## src/rtl/rtc_irq_pkg.sv

```systemverilog
package rtc_irq_pkg;
  localparam int RTC_ADDR_W  = 5;
  localparam int RTC_TICK_N  = 6;
  localparam logic [RTC_ADDR_W-1:0] RTC_STAT_ADDR = 5'h10;
endpackage

```

## src/rtl/irq_bus_port.sv

```systemverilog
module irq_bus_port #(
  parameter int ADDR_W = 5,
  parameter logic [ADDR_W-1:0] STAT_ADDR = 'h10
) (
  input  logic [ADDR_W-1:0] addr,
  input  logic              wr,
  input  logic              rd,
  output logic              hit_wr,
  output logic              hit_rd
);
  logic sel;
  assign sel    = (addr == STAT_ADDR);
  assign hit_wr = wr & sel;
  assign hit_rd = rd & sel;
endmodule

```

## src/rtl/irq_mask_reg.sv

```systemverilog
module irq_mask_reg #(
  parameter int SRC_N = 7
) (
  input  logic             clk,
  input  logic             rst_n,
  input  logic             load,
  input  logic [SRC_N-1:0] din,
  output logic [SRC_N-1:0] mask
);
  always_ff @(posedge clk or negedge rst_n) begin
    if (!rst_n)     mask <= '0;
    else if (load)  mask <= din;
  end

  // a write to the shared address lands in the mask
  p_mask_load_r1: assert property (@(posedge clk) disable iff (!rst_n)
    load |=> mask == $past(din));
  // without a load the mask holds
  p_mask_hold_r10: assert property (@(posedge clk) disable iff (!rst_n)
    !load |=> $stable(mask));
endmodule

```

## src/rtl/irq_flag_bank.sv

```systemverilog
module irq_flag_bank #(
  parameter int SRC_N = 7
) (
  input  logic             clk,
  input  logic             rst_n,
  input  logic [SRC_N-1:0] src,
  input  logic [SRC_N-1:0] mask,
  input  logic             clr,
  output logic [SRC_N-1:0] flags,
  output logic             gflag
);
  function automatic logic merge(input logic cur, input logic ev, input logic wipe);
    return wipe ? ev : (cur | ev);
  endfunction

  logic [SRC_N-1:0] ev;
  logic             any_ev;
  assign ev     = src & mask;
  assign any_ev = |ev;

  for (genvar i = 0; i < SRC_N; i++) begin : g_flag
    always_ff @(posedge clk or negedge rst_n) begin
      if (!rst_n) flags[i] <= 1'b0;
      else        flags[i] <= merge(flags[i], ev[i], clr);
    end

    // a disabled source leaves a clear flag clear
    p_masked_quiet_r4: assert property (@(posedge clk) disable iff (!rst_n)
      (!mask[i] && !flags[i]) |=> !flags[i]);
    // a set flag persists until a status read
    p_sticky_r5: assert property (@(posedge clk) disable iff (!rst_n)
      (flags[i] && !clr) |=> flags[i]);
    // an enabled strobe sets its flag
    p_sets_r3: assert property (@(posedge clk) disable iff (!rst_n)
      (src[i] && mask[i]) |=> flags[i]);
  end

  always_ff @(posedge clk or negedge rst_n) begin
    if (!rst_n) gflag <= 1'b0;
    else        gflag <= merge(gflag, any_ev, clr);
  end

  // global bit mirrors the OR of the flags
  p_global_or_r8: assert property (@(posedge clk) disable iff (!rst_n)
    gflag == (|flags));
  // a read with no new event empties the bank
  p_read_clears_r6: assert property (@(posedge clk) disable iff (!rst_n)
    (clr && !any_ev) |=> (flags == '0) && !gflag);
endmodule

```

## src/rtl/rtc_irq_unit.sv

```systemverilog
module rtc_irq_unit #(
  parameter int ADDR_W = rtc_irq_pkg::RTC_ADDR_W,
  parameter int TICK_N = rtc_irq_pkg::RTC_TICK_N,
  parameter logic [ADDR_W-1:0] STAT_ADDR = rtc_irq_pkg::RTC_STAT_ADDR
) (
  input  logic              clk,
  input  logic              rst_n,
  input  logic              alarm_hit,
  input  logic [TICK_N-1:0] tick_strobe,
  input  logic [ADDR_W-1:0] bus_addr,
  input  logic              bus_wr,
  input  logic [TICK_N+1:0] bus_wdata,
  input  logic              bus_rd,
  output logic [TICK_N+1:0] bus_rdata,
  output logic              irq_n
);
  localparam int SRC_N  = TICK_N + 1;
  localparam int DATA_W = SRC_N + 1;

  function automatic logic [DATA_W-1:0] status_word(input logic g, input logic [SRC_N-1:0] f);
    return {g, f};
  endfunction

  logic             stat_wr, stat_rd;
  logic [SRC_N-1:0] mask, flags, src_vec;
  logic             gflag;
  logic             unused_wbit;

  assign unused_wbit = bus_wdata[DATA_W-1];
  assign src_vec     = {tick_strobe, alarm_hit};

  irq_bus_port #(.ADDR_W(ADDR_W), .STAT_ADDR(STAT_ADDR)) u_port (
    .addr(bus_addr), .wr(bus_wr), .rd(bus_rd),
    .hit_wr(stat_wr), .hit_rd(stat_rd)
  );

  irq_mask_reg #(.SRC_N(SRC_N)) u_mask (
    .clk(clk), .rst_n(rst_n), .load(stat_wr),
    .din(bus_wdata[SRC_N-1:0]), .mask(mask)
  );

  irq_flag_bank #(.SRC_N(SRC_N)) u_flags (
    .clk(clk), .rst_n(rst_n), .src(src_vec), .mask(mask),
    .clr(stat_rd), .flags(flags), .gflag(gflag)
  );

  assign bus_rdata = stat_rd ? status_word(gflag, flags) : '0;
  assign irq_n     = ~gflag;

  // reads away from the status address return zero
  p_unused_zero_r10: assert property (@(posedge clk) disable iff (!rst_n)
    (bus_rd && bus_addr != STAT_ADDR) |-> bus_rdata == '0);
  // such reads leave pending flags in place
  p_unused_keep_r10: assert property (@(posedge clk) disable iff (!rst_n)
    (!stat_rd && gflag) |=> gflag);
  // interrupt line follows the global bit
  p_irq_line_r8: assert property (@(posedge clk) disable iff (!rst_n)
    $rose(gflag) |-> !irq_n);
endmodule

```

## config.mk

```make
export PLATFORM = sky130hd
export DESIGN_NAME = rtc_irq_unit
export DESIGN_NICKNAME = d
export VERILOG_FILES = /design/src/rtl/rtc_irq_pkg.sv /design/src/rtl/irq_bus_port.sv /design/src/rtl/irq_mask_reg.sv /design/src/rtl/irq_flag_bank.sv /design/src/rtl/rtc_irq_unit.sv
export SDC_FILE = /design/constraint.sdc
export NUM_CORES = 1
export LEC_CHECK = 0
export ABC_AREA = 0
export CAP_MARGIN = 20
export CORE_MARGIN = 2
export CORE_UTILIZATION = 35
export CTS_CLUSTER_SIZE = 10
export DETAILED_ROUTE_END_ITERATION = 10
export MAX_ROUTING_LAYER = met4
export PLACE_DENSITY_LB_ADDON = 0.1
export SETUP_SLACK_MARGIN = 0.1
export SLEW_MARGIN = 20
export SYNTH_ARGS = -nofsm -noshare
export SYNTH_HDL_FRONTEND = slang
export SYNTH_SLANG_ARGS = --single-unit
```

## constraint.sdc

```tcl
create_clock -name clk -period 1.53 [get_ports clk]
set_clock_uncertainty 0.1 [all_clocks]
set_input_delay 0.306 -clock clk [delete_from_list [all_inputs] [get_ports clk]]
set_output_delay 0.306 -clock clk [all_outputs]
set_load 0.01 [all_outputs]
```

==> run_results.csv <==
group,metric,value,unit
clock_tree,path_clk_slew,0.09,ns
synth,ys_types,14,
synth,syn-num-nets,71,
layout,diodes,0,
synth,netlist_area,671,sq um
critical_path,worstPathArrival,1.37,ns
drt,drc,0,
critical_path,setup.worst_path.end_class,"primary output",
critical_path,r2r_start,"u_mask.mask[2]",
status,violations,"setup timing",
drt,viasPerCell,4.84,
layout,area_growth,73.5,%
run,drv_cap,0,
clock_tree,clk_latency,0.28,ns
synth,synth.most_common_cell,"dfrtp_1",
timing,hold_violations,0,
clock_tree,clock-sinks,15,
grt,grt_overflow,0,
min_path,hold_path_class,"in -> async",
synth,yosysWarnings,0,
die,core_area,1760,sq um
drt,wl_per_cell,13.4,um
timing,fin_crit_sh,116,%
layout,nFillCells,144,
grt,use_met3,5.66,%
clock_tree,tritoncts,"done",
synth,synth-seq-cells,15,
power,peakVddDrop,0.588,mV
drt,wl,1590,um
die,dieArea,2280,sq um
timing,rsz0062_at_grt,"true",
clock_tree,clockRootBuffer,"clkbuf_4",
synth,syn_area_per_cell,14.3,sq um
timing,period_needed,1.78,ns
layout,fin_nets,119,
clock_tree,postCtsHoldBufs,0,
grt,grt_util_all_layers,16.9,%
synth,yosys.area.top_type,"dfrtp_1",
critical_path,critPathKind,"in -> out",
timing,setup_violations,8,
synth,ys_async_sr_fraction,100,%
drt,drt_iter0_drc,8,
critical_path,crit_path_start,"bus_addr[2]",
power,leakagePower,0.586,nW
die,pin_count,33,
timing,slew_headroom,79.5,%
grt,met1_usage,22.6,%
synth,yosysTopAreaCellShare,56.0,%
drt,drt_first_pass_iters,4,
timing,worst_pin_slew,0.308,ns
placed_design,dp_hpwl,1200,um
grt,antenna_found_initial,0,
grt,grt_pass1_vias,581,
synth,ys_top_cells_by_count,"15 x dfrtp_1, 7 x a22o_1, 7 x and2_1, 7 x mux2_2, 2 x a22oi_1",
grt,met2_usage,26.1,%
die,die_h,47.8,um
placed_design,portBuffers,31,
timing,drv_slew,0,
die,start_util,38.0,%
critical_path,crit_required,1.12,ns
drt,num_vias,576,
critical_path,cp-start-kind,"primary input",
clock_tree,cts_buffer_depth,2,
placed_design,globalplace.congestion,0.716,
layout,drive_above_1_share,51.1,%
die,die_x,47.8,um
critical_path,path_max_fanout,4,
timing,fmax,562,MHz
synth,synth.area.top_cells,"dfrtp_1 56%, mux2_2 12%, a22o_1 9.1%, and2_1 6.5%, nor4b_4 3.5%",
power,power,919,uW
clock_tree,numCtsBuffers,3,
power,cellPowerDensity,790,nW/um^2
grt,grt_max_degree,16,
synth,synth-edff-count,0,
timing,whs,0.233,ns
clock_tree,htree_levels,1,
synth,synth_ff_type,"dfrtp_1",
drt,ant_nets,0,
timing,worst_slack,-0.250,ns
grt,grt_pass1_wl,2560,um
synth,yosysSeqAreaShare,56.0,%
grt,grt_most_used_layer,"met2",
die,core.rowCount,15,
synth,syn-instance-count,47,
status,outcome,"complete, but fails checks",
==> sequential cells by signal (all words and copies together) (netlist names) <==
signal	cells
u_flags.flags	7
u_flags.gflag	1
u_mask.mask	7
==> kinds of logic after synthesis <==
family | after synthesis | share of synthesized area [%]
AND/OR/NAND/NOR | 12 | 16.8
AO/OA/AOI/OAI | 11 | 14.2
flip-flops | 15 | 56.0
buffers and inverters | 2 | 1.30
multiplexers | 7 | 11.8
==> path summary, 6_finish.rpt <==
| check | slack (ns) | end | cells after the start |
|---|---|---|---|
| worst min register to register | 0.41 | u_flags.flags[6] | 1 |
| worst min-delay path | 0.23 | u_flags.flags[1] | 2 |
| worst max register to register | 0.38 | u_flags.gflag | 2 |
| min in group clk | 0.41 | u_flags.flags[6] | 1 |
| max in group asynchronous | 0.92 | u_mask.mask[0] | 2 |
| worst max-delay path | -0.25 | bus_rdata[3] | 7 |
==> through the flow <==
stage               setup TNS [ns]  util [%]  setup slack (ns)  area [sq um]  std cells
floorplan                   -0.110         -           -0.0157           697         47
global placement            -12.12      60.4            -0.923          1060        107
detailed placement          -12.88      60.4            -0.949          1060        107
CTS                          -1.27      66.1            -0.235          1170        118
global route                 -1.71      66.0            -0.291          1160        119
finish                       -1.33      66.0            -0.250          1160        119
==> final cells by class <==
class                           count  area, sq um  share of cell area (%)
Clock buffer                        4         26.3                    2.26
Inverter                            1         3.75                   0.323
Multi-Input combinational cell     30          315                    27.1
Sequential cell                    15          375                    32.3
Tap cell                           25         31.3                    2.69
Timing Repair Buffer               44          412                    35.4
==> per-layer routing <==
layer	wire, um	up-vias	share of wire (%)
met5	0	-	0
met3	116	0	7.3
met2	739	25	46
li1	-	271	-
met1	736	280	46
met4	0	0	0
==> power by group <==
group	switching [mW]	total (mW)	leakage [nW]	internal, mW
Sequential	0.0452	0.512	0.165	0.467
Combinational	0.0564	0.183	0.406	0.126
Clock	0.123	0.224	0.0150	0.101
==> timing repair <==
| item | in CTS | in global routing |
|---|---|---|
| setup endpoints to repair | 24 | 9 |
| buffers inserted | 8 | 1 |
| resized for setup | 64 | 2 |
| pin swaps | 3 | 2 |
==> critical path, stage by stage <==
cell	delay, ns
buf_6	0.09
nor4b_4	0.28
and3b_2	0.27
buf_6	0.13
buf_6	0.08
and2_4	0.12
buf_6	0.09
==> cells in the final DEF (no fill, tap or decap), drive strengths merged <==
master | Yosys | layout
and3b | 1 | 1
and2 | 7 | 7
mux2 | 7 | 7
inv | 1 | 1
nor2 | 1 | 1
buf | 1 | 24
nor4b | 1 | 1
clkbuf | 0 | 6
a22oi | 2 | 2
dfrtp | 15 | 15
a22o | 7 | 7
nand3b | 2 | 2
o2111ai | 1 | 1
dlygate4sd2 | 0 | 2
clkdlybuf4s50 | 0 | 16
a222oi | 1 | 1
No activity file was read; power rests on OpenSTA's default activity.
